File: config.mk
export PLATFORM = sky130hd
export DESIGN_NAME = fftld_frame_loader
export DESIGN_NICKNAME = d
export VERILOG_FILES = /design/src/rtl/fftld_pkg.sv /design/src/rtl/fftld_half_mem.sv /design/src/rtl/fftld_fill_ctrl.sv /design/src/rtl/fftld_bank_ctrl.sv /design/src/rtl/fftld_frame_loader.sv
export SDC_FILE = /design/constraint.sdc
export NUM_CORES = 1
export LEC_CHECK = 0
export BUFFER_PORTS_ARGS = -buffer_cell sky130_fd_sc_hd__buf_2
export CAP_MARGIN = 20
export CORE_MARGIN = 2
export CORE_UTILIZATION = 28
export CTS_CLUSTER_DIAMETER = 120
export DETAILED_ROUTE_END_ITERATION = 16
export SETUP_SLACK_MARGIN = 0.5
export SLEW_MARGIN = 10
export SYNTH_ARGS = -nofsm -noshare
export SYNTH_HDL_FRONTEND = slang
export SYNTH_SLANG_ARGS = --single-unit
File: constraint.sdc
create_clock -name clk -period 3 [get_ports clk]
set_input_delay 0.3 -clock clk [delete_from_list [all_inputs] [get_ports clk]]
set_output_delay 0.3 -clock clk [all_outputs]
set_load 0.005 [all_outputs]
File: src/rtl/fftld_pkg.sv
package fftld_pkg;

  typedef enum logic {
    BANK_PING = 1'b0,
    BANK_PONG = 1'b1
  } bank_e;

  function automatic bank_e other_bank(input bank_e b);
    return (b == BANK_PING) ? BANK_PONG : BANK_PING;
  endfunction

endpackage

File: src/rtl/fftld_half_mem.sv
module fftld_half_mem #(
  parameter int DW    = 16,
  parameter int DEPTH = 16,
  localparam int AW   = $clog2(DEPTH)
) (
  input  logic          clk,
  input  logic          we,
  input  logic [AW-1:0] waddr,
  input  logic [DW-1:0] wdata,
  input  logic [AW-1:0] raddr,
  output logic [DW-1:0] rdata
);

  logic [DW-1:0] mem [DEPTH];

  always_ff @(posedge clk) begin
    if (we) mem[waddr] <= wdata;
    rdata <= mem[raddr];
  end

endmodule

File: src/rtl/fftld_fill_ctrl.sv
module fftld_fill_ctrl #(
  parameter int FRAME_N = 32,
  localparam int IW     = $clog2(FRAME_N),
  localparam int AW     = IW - 1
) (
  input  logic          clk,
  input  logic          rst_n,
  input  logic          start,
  input  logic          in_valid,
  input  logic          swap_go,
  output logic          wr_fire,
  output logic          wr_half,
  output logic [AW-1:0] wr_addr,
  output logic          full,
  output logic          frame_full
);

  logic [IW-1:0] ptr;
  logic          last;

  function automatic logic half_of(input logic [IW-1:0] k);
    return k[0];
  endfunction

  function automatic logic [AW-1:0] word_of(input logic [IW-1:0] k);
    return k[IW-1:1];
  endfunction

  assign last    = (ptr == IW'(FRAME_N - 1));
  assign wr_fire = in_valid && !full && !start;
  assign wr_half = half_of(ptr);
  assign wr_addr = word_of(ptr);

  always_ff @(posedge clk or negedge rst_n) begin
    if (!rst_n) begin
      ptr        <= '0;
      full       <= 1'b0;
      frame_full <= 1'b0;
    end else if (start) begin
      ptr        <= '0;
      full       <= 1'b0;
      frame_full <= 1'b0;
    end else begin
      frame_full <= wr_fire && last;
      if (wr_fire) begin
        ptr <= last ? '0 : ptr + IW'(1);
        if (last) full <= 1'b1;
      end else if (swap_go) begin
        full <= 1'b0;
      end
    end
  end

  a_r2_index_step: assert property (@(posedge clk) disable iff (!rst_n)
    (wr_fire && !last) |=> (ptr == $past(ptr) + IW'(1)));

  a_r3_hold_full: assert property (@(posedge clk) disable iff (!rst_n)
    (full && !swap_go && !start) |=> (full && $stable(ptr)));

  a_r8_single_pulse: assert property (@(posedge clk) disable iff (!rst_n)
    frame_full |=> !frame_full);

  a_r8_pulse_with_full: assert property (@(posedge clk) disable iff (!rst_n)
    frame_full |-> full);

endmodule

File: src/rtl/fftld_bank_ctrl.sv
module fftld_bank_ctrl
  import fftld_pkg::*;
(
  input  logic  clk,
  input  logic  rst_n,
  input  logic  start,
  input  logic  full,
  input  logic  eng_done,
  output logic  swap_go,
  output bank_e fill_bank,
  output logic  eng_busy,
  output logic  eng_bank
);

  assign swap_go  = full && (!eng_busy || eng_done) && !start;
  assign eng_bank = eng_busy && (other_bank(fill_bank) == BANK_PONG);

  always_ff @(posedge clk or negedge rst_n) begin
    if (!rst_n) begin
      fill_bank <= BANK_PING;
      eng_busy  <= 1'b0;
    end else if (start) begin
      fill_bank <= BANK_PING;
      eng_busy  <= 1'b0;
    end else if (swap_go) begin
      fill_bank <= other_bank(fill_bank);
      eng_busy  <= 1'b1;
    end else if (eng_done) begin
      eng_busy  <= 1'b0;
    end
  end

  a_r5_flip_needs_full: assert property (@(posedge clk) disable iff (!rst_n)
    !$stable(fill_bank) |-> ($past(full) || $past(start)));

  a_r6_busy_after_swap: assert property (@(posedge clk) disable iff (!rst_n)
    swap_go |=> eng_busy);

  a_r7_start_clears: assert property (@(posedge clk) disable iff (!rst_n)
    start |=> (!eng_busy && fill_bank == BANK_PING));

endmodule

File: src/rtl/fftld_frame_loader.sv
module fftld_frame_loader
  import fftld_pkg::*;
#(
  parameter int FRAME_N = 32,
  parameter int SAMP_W  = 8,
  localparam int IW     = $clog2(FRAME_N),
  localparam int AW     = IW - 1,
  localparam int HALF_N = FRAME_N / 2,
  localparam int DW     = 2 * SAMP_W
) (
  input  logic              clk,
  input  logic              rst_n,
  input  logic              start,
  input  logic              in_valid,
  input  logic [SAMP_W-1:0] in_re,
  input  logic [SAMP_W-1:0] in_im,
  output logic              load_rdy,
  output logic              frame_full,
  input  logic              eng_done,
  output logic              eng_bank,
  input  logic              rd_bank,
  input  logic              rd_half,
  input  logic [AW-1:0]     rd_addr,
  output logic [SAMP_W-1:0] rd_re,
  output logic [SAMP_W-1:0] rd_im
);

  logic          wr_fire;
  logic          wr_half;
  logic [AW-1:0] wr_addr;
  logic          full;
  logic          swap_go;
  bank_e         fill_bank;
  logic          eng_busy;
  logic [3:0]    we_vec;
  logic [DW-1:0] rdata [4];
  logic [1:0]    rd_sel_q;

  fftld_fill_ctrl #(.FRAME_N(FRAME_N)) u_fill (
    .clk        (clk),
    .rst_n      (rst_n),
    .start      (start),
    .in_valid   (in_valid),
    .swap_go    (swap_go),
    .wr_fire    (wr_fire),
    .wr_half    (wr_half),
    .wr_addr    (wr_addr),
    .full       (full),
    .frame_full (frame_full)
  );

  fftld_bank_ctrl u_bank (
    .clk       (clk),
    .rst_n     (rst_n),
    .start     (start),
    .full      (full),
    .eng_done  (eng_done),
    .swap_go   (swap_go),
    .fill_bank (fill_bank),
    .eng_busy  (eng_busy),
    .eng_bank  (eng_bank)
  );

  assign load_rdy = !full;

  for (genvar b = 0; b < 2; b++) begin : g_bank
    for (genvar h = 0; h < 2; h++) begin : g_half
      assign we_vec[2*b+h] = wr_fire && (fill_bank == bank_e'(b)) && (wr_half == 1'(h));
      fftld_half_mem #(.DW(DW), .DEPTH(HALF_N)) u_mem (
        .clk   (clk),
        .we    (we_vec[2*b+h]),
        .waddr (wr_addr),
        .wdata ({in_re, in_im}),
        .raddr (rd_addr),
        .rdata (rdata[2*b+h])
      );
    end
  end

  always_ff @(posedge clk or negedge rst_n) begin
    if (!rst_n) rd_sel_q <= '0;
    else        rd_sel_q <= {rd_bank, rd_half};
  end

  assign {rd_re, rd_im} = rdata[rd_sel_q];

  a_r4_one_half_written: assert property (@(posedge clk) disable iff (!rst_n)
    $onehot0(we_vec));

  a_r3_no_write_when_closed: assert property (@(posedge clk) disable iff (!rst_n)
    !load_rdy |-> (we_vec == 4'b0000));

endmodule

# Word-level counts from Yosys, hierarchy flattened
# Memories as Yosys holds them, arrays and structs flattened. A register that Yosys moved wholly into a read port is not among the register bits.
# Index checks and enable logic that the tools add are counted.
totals:
  regBits: 11
  ramBits: 1024
  in_bits: 27
  out_inout_bits: 19
  elab_cells: 63
  mem_count: 4
op_classes:
  add_sub_neg: 1
  n_lt_le_gt_ge: 1
  eq_ne: 2
  muxes: 25
  bitwise_logic: 3
  reduce_logical: 21
mem_list:
  columns: ["name", "words", "word_bits", "read_ports", "rd_ports_with_merged_regs", "wr", "line", "rtl"]
  rows:
  - ["g_bank[0].g_half[0].u_mem.mem", 16, 16, 1, 1, 1, "fftld_half_mem.sv:14", "logic [DW-1:0] mem [DEPTH];"]
  - ["g_bank[0].g_half[1].u_mem.mem", 16, 16, 1, 1, 1, "fftld_half_mem.sv:14", null]
  - ["g_bank[1].g_half[0].u_mem.mem", 16, 16, 1, 1, 1, "fftld_half_mem.sv:14", null]
  - ["g_bank[1].g_half[1].u_mem.mem", 16, 16, 1, 1, 1, "fftld_half_mem.sv:14", null]
op_table:
  columns: ["op", "n"]
  rows:
  - ["$bmux 16 s2", 1]
  - ["$mux 16", 2]
  - ["$mux 1", 19]
  - ["$mux 5", 3]
  - ["$logic_and 1x1->1", 12]
  - ["$reduce_bool 3->1", 2]
  - ["$add 5x1->5 const B", 1]
  - ["$eq 5x5->1 const B", 1]
  - ["$reduce_bool 2->1", 2]
  - ["$ge 3x3->1 const B", 1]
  - ["$logic_not 1->1", 3]
  - ["$ne 3x3->1 const B", 1]
  - ["$not 2->3", 1]
  - ["$not 1->1", 2]
  - ["$reduce_and 2->1", 1]
  - ["$logic_or 1x1->1", 1]

# Longest topological paths before layout
logic_depth:
  depth_word: 7
  mapped_depth: 6
  depth_no_buf: 6

# Hierarchy
# From an unflattened synthesis, not the netlist that was laid out.
hier_totals:
  cells_unflattened: 1799
  area_unflattened_um2: 41144.5
by_module_without_submodules:
  columns: ["module", "n_inst", "cells_per_inst", "area_each_um2", "seq_area_each_um2"]
  rows:
  - ["fftld_half_mem", 4, 432, 10043.4, 8007.7]
  - ["fftld_frame_loader", 1, 27, 509.2, 50.0]
  - ["fftld_fill_ctrl", 1, 33, 356.6, 175.2]
  - ["fftld_bank_ctrl", 1, 11, 105.1, 50.0]

# Least setup slack after synthesis
# Ideal clock, no wire load.
synth_timing:
  kind: "register to register"
  startpoint: "register u_fill.full"
  endpoint: "memory g_bank[0].g_half[0].u_mem.mem[10][0], enable pin"
  setup_time_ns: 0.388
  t_arrival_ns: 2.105
  required_ns: 2.612
  path_slack_ns: 0.506
  stages_incl_launch_ff: 7
  n_path_buf: 3
  period_less_slack_ns: 2.494
  path_cell_list: "dfrtp_1 nand2b_1 buf_2 or4_1 clkbuf_1 buf_2 nor2_1"
synth_between:
  elab_chain_cells: 7
synth_rtl:
  columns: ["item", "line", "rtl"]
  rows:
  - ["from (decl)", "fftld_fill_ctrl.sv:14", "output logic full,"]
  - ["from (signal assigned)", "fftld_fill_ctrl.sv:37", "full <= 1'b0;"]
  - ["from (signal assigned)", "fftld_fill_ctrl.sv:41", "full <= 1'b0;"]
  - ["from (signal assigned)", "fftld_fill_ctrl.sv:47", "if (last) full <= 1'b1;"]
  - ["$logic_not 1->1", "fftld_fill_ctrl.sv:30", "assign wr_fire = in_valid && !full && !start;"]
  - ["$logic_and 1x1->1 (2 in a row)", "fftld_fill_ctrl.sv:30", null]
  - ["$logic_and 1x1->1 (2 in a row)", "fftld_frame_loader.sv:68", "assign we_vec[2*b+h] = wr_fire && (fill_bank == bank_e'(b)) && (wr_half == 1'(h));"]
  - ["$mux 1", "fftld_half_mem.sv:17", "if (we) mem[waddr] <= wdata;"]
  - ["$mux 1 (implied by the code)", "fftld_half_mem.sv:17", null]
  - ["to (decl)", "fftld_half_mem.sv:14", null]
# Every way passes these cells.

# Final worst setup path
layout_timing:
  startpoint: "register u_fill.full"
  endpoint: "memory g_bank[0].g_half[0].u_mem.mem[10][5], enable pin"
# Same word-level chain as after synthesis.

==> results.txt <==
synth unique cells -> 29
Non-Filler Cell Area, Final -> 47800 sq um
Syn Inst Count -> 1789
post-route setup slack -> 578 ps
gr usage total -> 13.1%
minimum clock period -> 2420 ps
Worst Clk Skew -> 24.1 ps
worst-case clock buffer depth -> 3
Final period util -> 80.7%
Cell Chain, Critical Path -> nand2b_1, or4_1, nor2_1, buf_4
routability congestion estimate -> 0.822
Worst Tran Pin Value -> 897 ps
max cap viols -> 0
mux contribution to synthesized area -> 15.1%
placed cell areas -> 44000 sq um
Root Driver -> clkbuf_16
largest family of logic cells by synthesized area -> multiplexers
largest cells by area after synthesis -> edfxtp_1 76%, mux4_2 15%, dfxtp_1 3.1%, a22oi_1 2.4%, nand2_1 0.69%
Crit path buffers/inverters -> 1
Initial Util -> 28.3%
WP data required -> 3340 ps
H-tree depth -> 3
first-pass GRT wire length -> 142000 um
Worst path slowest cell -> or4_1
Leak Pwr -> 15.1 nW
power per cell area -> 681 nW/um^2
worst path arrival time -> 2760 ps
Simple-Gate Fraction of Synth Area -> 1.81%
Setup crit end kind -> flop
1st-pass router iterations -> 6
slew margin rel. -> 40.2%
outcome -> finished, final reports clean
RSZ-0062 raised after global routing -> yes
post-cts resize count -> 0
DP Wirelength -> 61500 um
Min Hold Slack -> 66.7 ps
Final nets -> 2000
Final Max Tran Viols -> 0
latest clock arrival within the worst-skew pair -> 660 ps
TritonCTS Sinks -> 1099
Worst-path clk slew -> 70 ps
Syn-to-layout area delta -> 17.5%
Mapped Area -> 40700 sq um
initial antenna violation count -> 13
Hold WC Path Type -> input port to flop
Syn Area/Cell -> 22.8 sq um
Compound-Gate Fraction of Synth Area -> 2.47%
Most used DFF post-synth -> edfxtp_1
critical path class -> flop to flop
net count after synthesis -> 1818
share of cells above drive strength 1 -> 29.8%
largest net degree at the start of global routing -> 65
yosys warns -> 0
final setup vio count -> 0
Avg Vias per Cell -> 4.86
Final TNS setup -> 0 ps
adder-cell share of the synthesized area -> 0.0615%
cell accounting for the most synthesized area -> edfxtp_1
Antenna Nets Post-Route -> 0
CP Launch Type -> flop
Seq/Total Area, Yosys -> 79.4%
FF+latch count, synth -> 1099
CTS Buf Count -> 105
die width -> 385 um
worst vdd ir -> 0.490 mV
vias in the first global route -> 19600
Fin. Hold Viols -> 0
DR vias -> 19300
Post-synth ARST share -> 1.00%
io pins -> 46
DP Worst Slack -> 604 ps
Die Area -> 148000 sq um
CTS tree -> done
Synth Area in XOR/XNOR -> 0%
Top delay family on crit path -> simple AND/OR/NAND/NOR gates
Max Clock Freq -> 413 MHz
Final Core Density -> 33.2%
Starting DRT DRC Count -> 2502
Post-Route WL -> 98400 um
DRC violations left -> 0
row cnt -> 139
Yosys top cell area share -> 75.5%
drt wl/cell -> 24.8 um
Crit path largest cell delay -> 840 ps
Max Fanout on Critical Path -> 16
Congestion Overflow GR -> 0
number of port buffers -> 45
EDFF count, synth -> 1024
die height -> 385 um
Placeable Area -> 144000 sq um
worst reg2reg max path, stage by stage (launching register included):
cell and delay, ps:
dfrtp_1 420, nand2b_1 300, or4_1 840, nor2_1 260
buf_4 300
final cells by class:
cell class                      count  area (sq um)
Sequential cell                  1099         32300
Clock inverter                     69           901
Antenna cell                        2          5.00
Clock buffer                      127          2860
Inverter                            1          3.75
Tap cell                         1903          2380
Fill cell                       13300         96200
Multi-Input combinational cell    590          7940
Timing Repair Buffer              174          1450
metrics by stage:
step           power, mW  instances
2_1_floorplan       17.9       1789
3_3_place_gp        18.7       3763
3_5_place_dp        18.7       3763
4_1_cts             32.8       3963
5_1_grt             33.5       3963
6_report            32.6       3965
cell usage in the layout, fill, tap and decap left out, types with 2 or more instances in the layout:
| cell | Yosys | final |
|---|---|---|
| diode_2 | 0 | 2 |
| clkinv_1 | 0 | 16 |
| clkinvlp_4 | 0 | 5 |
| nand2_1 | 75 | 75 |
| clkbuf_1 | 45 | 14 |
| dfxtp_1 | 64 | 64 |
| nor2b_1 | 8 | 6 |
| a21oi_1 | 5 | 5 |
| bufinv_16 | 0 | 20 |
| buf_4 | 18 | 107 |
| or4_1 | 2 | 2 |
| ha_1 | 2 | 2 |
| buf_8 | 0 | 2 |
| a22oi_1 | 128 | 128 |
| nand3b_1 | 2 | 2 |
| clkinv_2 | 0 | 22 |
| nor2_1 | 72 | 71 |
| dlygate4sd3_1 | 0 | 4 |
| inv_6 | 0 | 2 |
| nor2b_4 | 0 | 2 |
| clkbuf_16 | 0 | 111 |
| edfxtp_1 | 1024 | 1024 |
| nand3_1 | 9 | 9 |
| o21ai_0 | 3 | 3 |
| or3_1 | 2 | 2 |
| dfrtp_1 | 11 | 11 |
| mux4_2 | 272 | 272 |
| mux2i_1 | 2 | 2 |
| buf_12 | 0 | 18 |
| clkbuf_8 | 0 | 2 |
| buf_2 | 14 | 43 |
synth_stat cells, types with 2 or more instances:
| master | count |
|---|---|
| a21oi_1 | 5 |
| a22oi_1 | 128 |
| and2_1 | 2 |
| buf_1 | 18 |
| buf_2 | 14 |
| buf_4 | 18 |
| buf_6 | 4 |
| clkbuf_1 | 45 |
| dfrtp_1 | 11 |
| dfxtp_1 | 64 |
| edfxtp_1 | 1024 |
| ha_1 | 2 |
| mux2i_1 | 2 |
| mux4_2 | 272 |
| nand2_1 | 75 |
| nand3_1 | 9 |
| nand3b_1 | 2 |
| nor2_1 | 72 |
| nor2b_1 | 8 |
| o21ai_0 | 3 |
| or3_1 | 2 |
| or4_1 | 2 |
what timing repair did:
item                                    4_1_cts  5_1_grt
setup buffers                                 0        0
endpoints found under the setup margin        0        8
hold buffers                                  4        0
endpoints found under the hold margin        14        0
where the power goes:
group / leakage (nW) / switching (mW) / internal [mW]
Combinational: 3.34 / 0.876 / 0.540
Clock: 1.83 / 5.68 / 8.53
Sequential: 9.89 / 0.115 / 16.9
flip-flops by register name, summed over array words and instances (netlist names):
name,flops
u_fill.ptr,5
u_bank.fill_bank,1
u_fill.frame_full,1
u_bank.eng_busy,1
u_fill.full,1
rd_sel_q,2
g_bank.g_half.u_mem.mem,1024
g_bank.g_half.u_mem.rdata,64
path summary, 6_finish.rpt:
kind / start / to / slack (ps) / cells past startpoint
worst max register to register: u_fill.full$_DFFE_PN0P_ / g_bank[0].g_half[0].u_mem.mem[10][5]$_DFFE_PP_ / 580 / 4
min in group asynchronous: rst_n / u_fill.frame_full$_DFF_PN0_ / 110 / 2
max in group asynchronous: rst_n / u_fill.ptr[2]$_DFFE_PN0P_ / 2530 / 2
worst max-delay path: u_fill.full$_DFFE_PN0P_ / g_bank[0].g_half[0].u_mem.mem[10][5]$_DFFE_PP_ / 580 / 4
worst min-delay path: eng_done / u_fill.full$_DFFE_PN0P_ / 70 / 4
worst min register to register: u_fill.full$_DFFE_PN0P_ / u_fill.full$_DFFE_PN0P_ / 590 / 2
routing by layer:
layer  GRT usage (%)  part of all wire, %  up-vias
li1                -                    -     7919
met1            19.1                   43    10300
met2            19.8                   45      890
met3            3.30                  9.4      149
met4            3.02                  2.1       18
met5               0                 0.10        -
logic make-up (layout without fill, tap and decap cells):
group	after synthesis	count (layout)
AOI/OAI and AO/OA	137	137
adders and majority gates	2	2
and+or+nand+nor	177	177
muxes	274	274
other	0	2
buffers and inverters	100	371
DFF	1099	1099
Power figures use the tool's default switching activity.
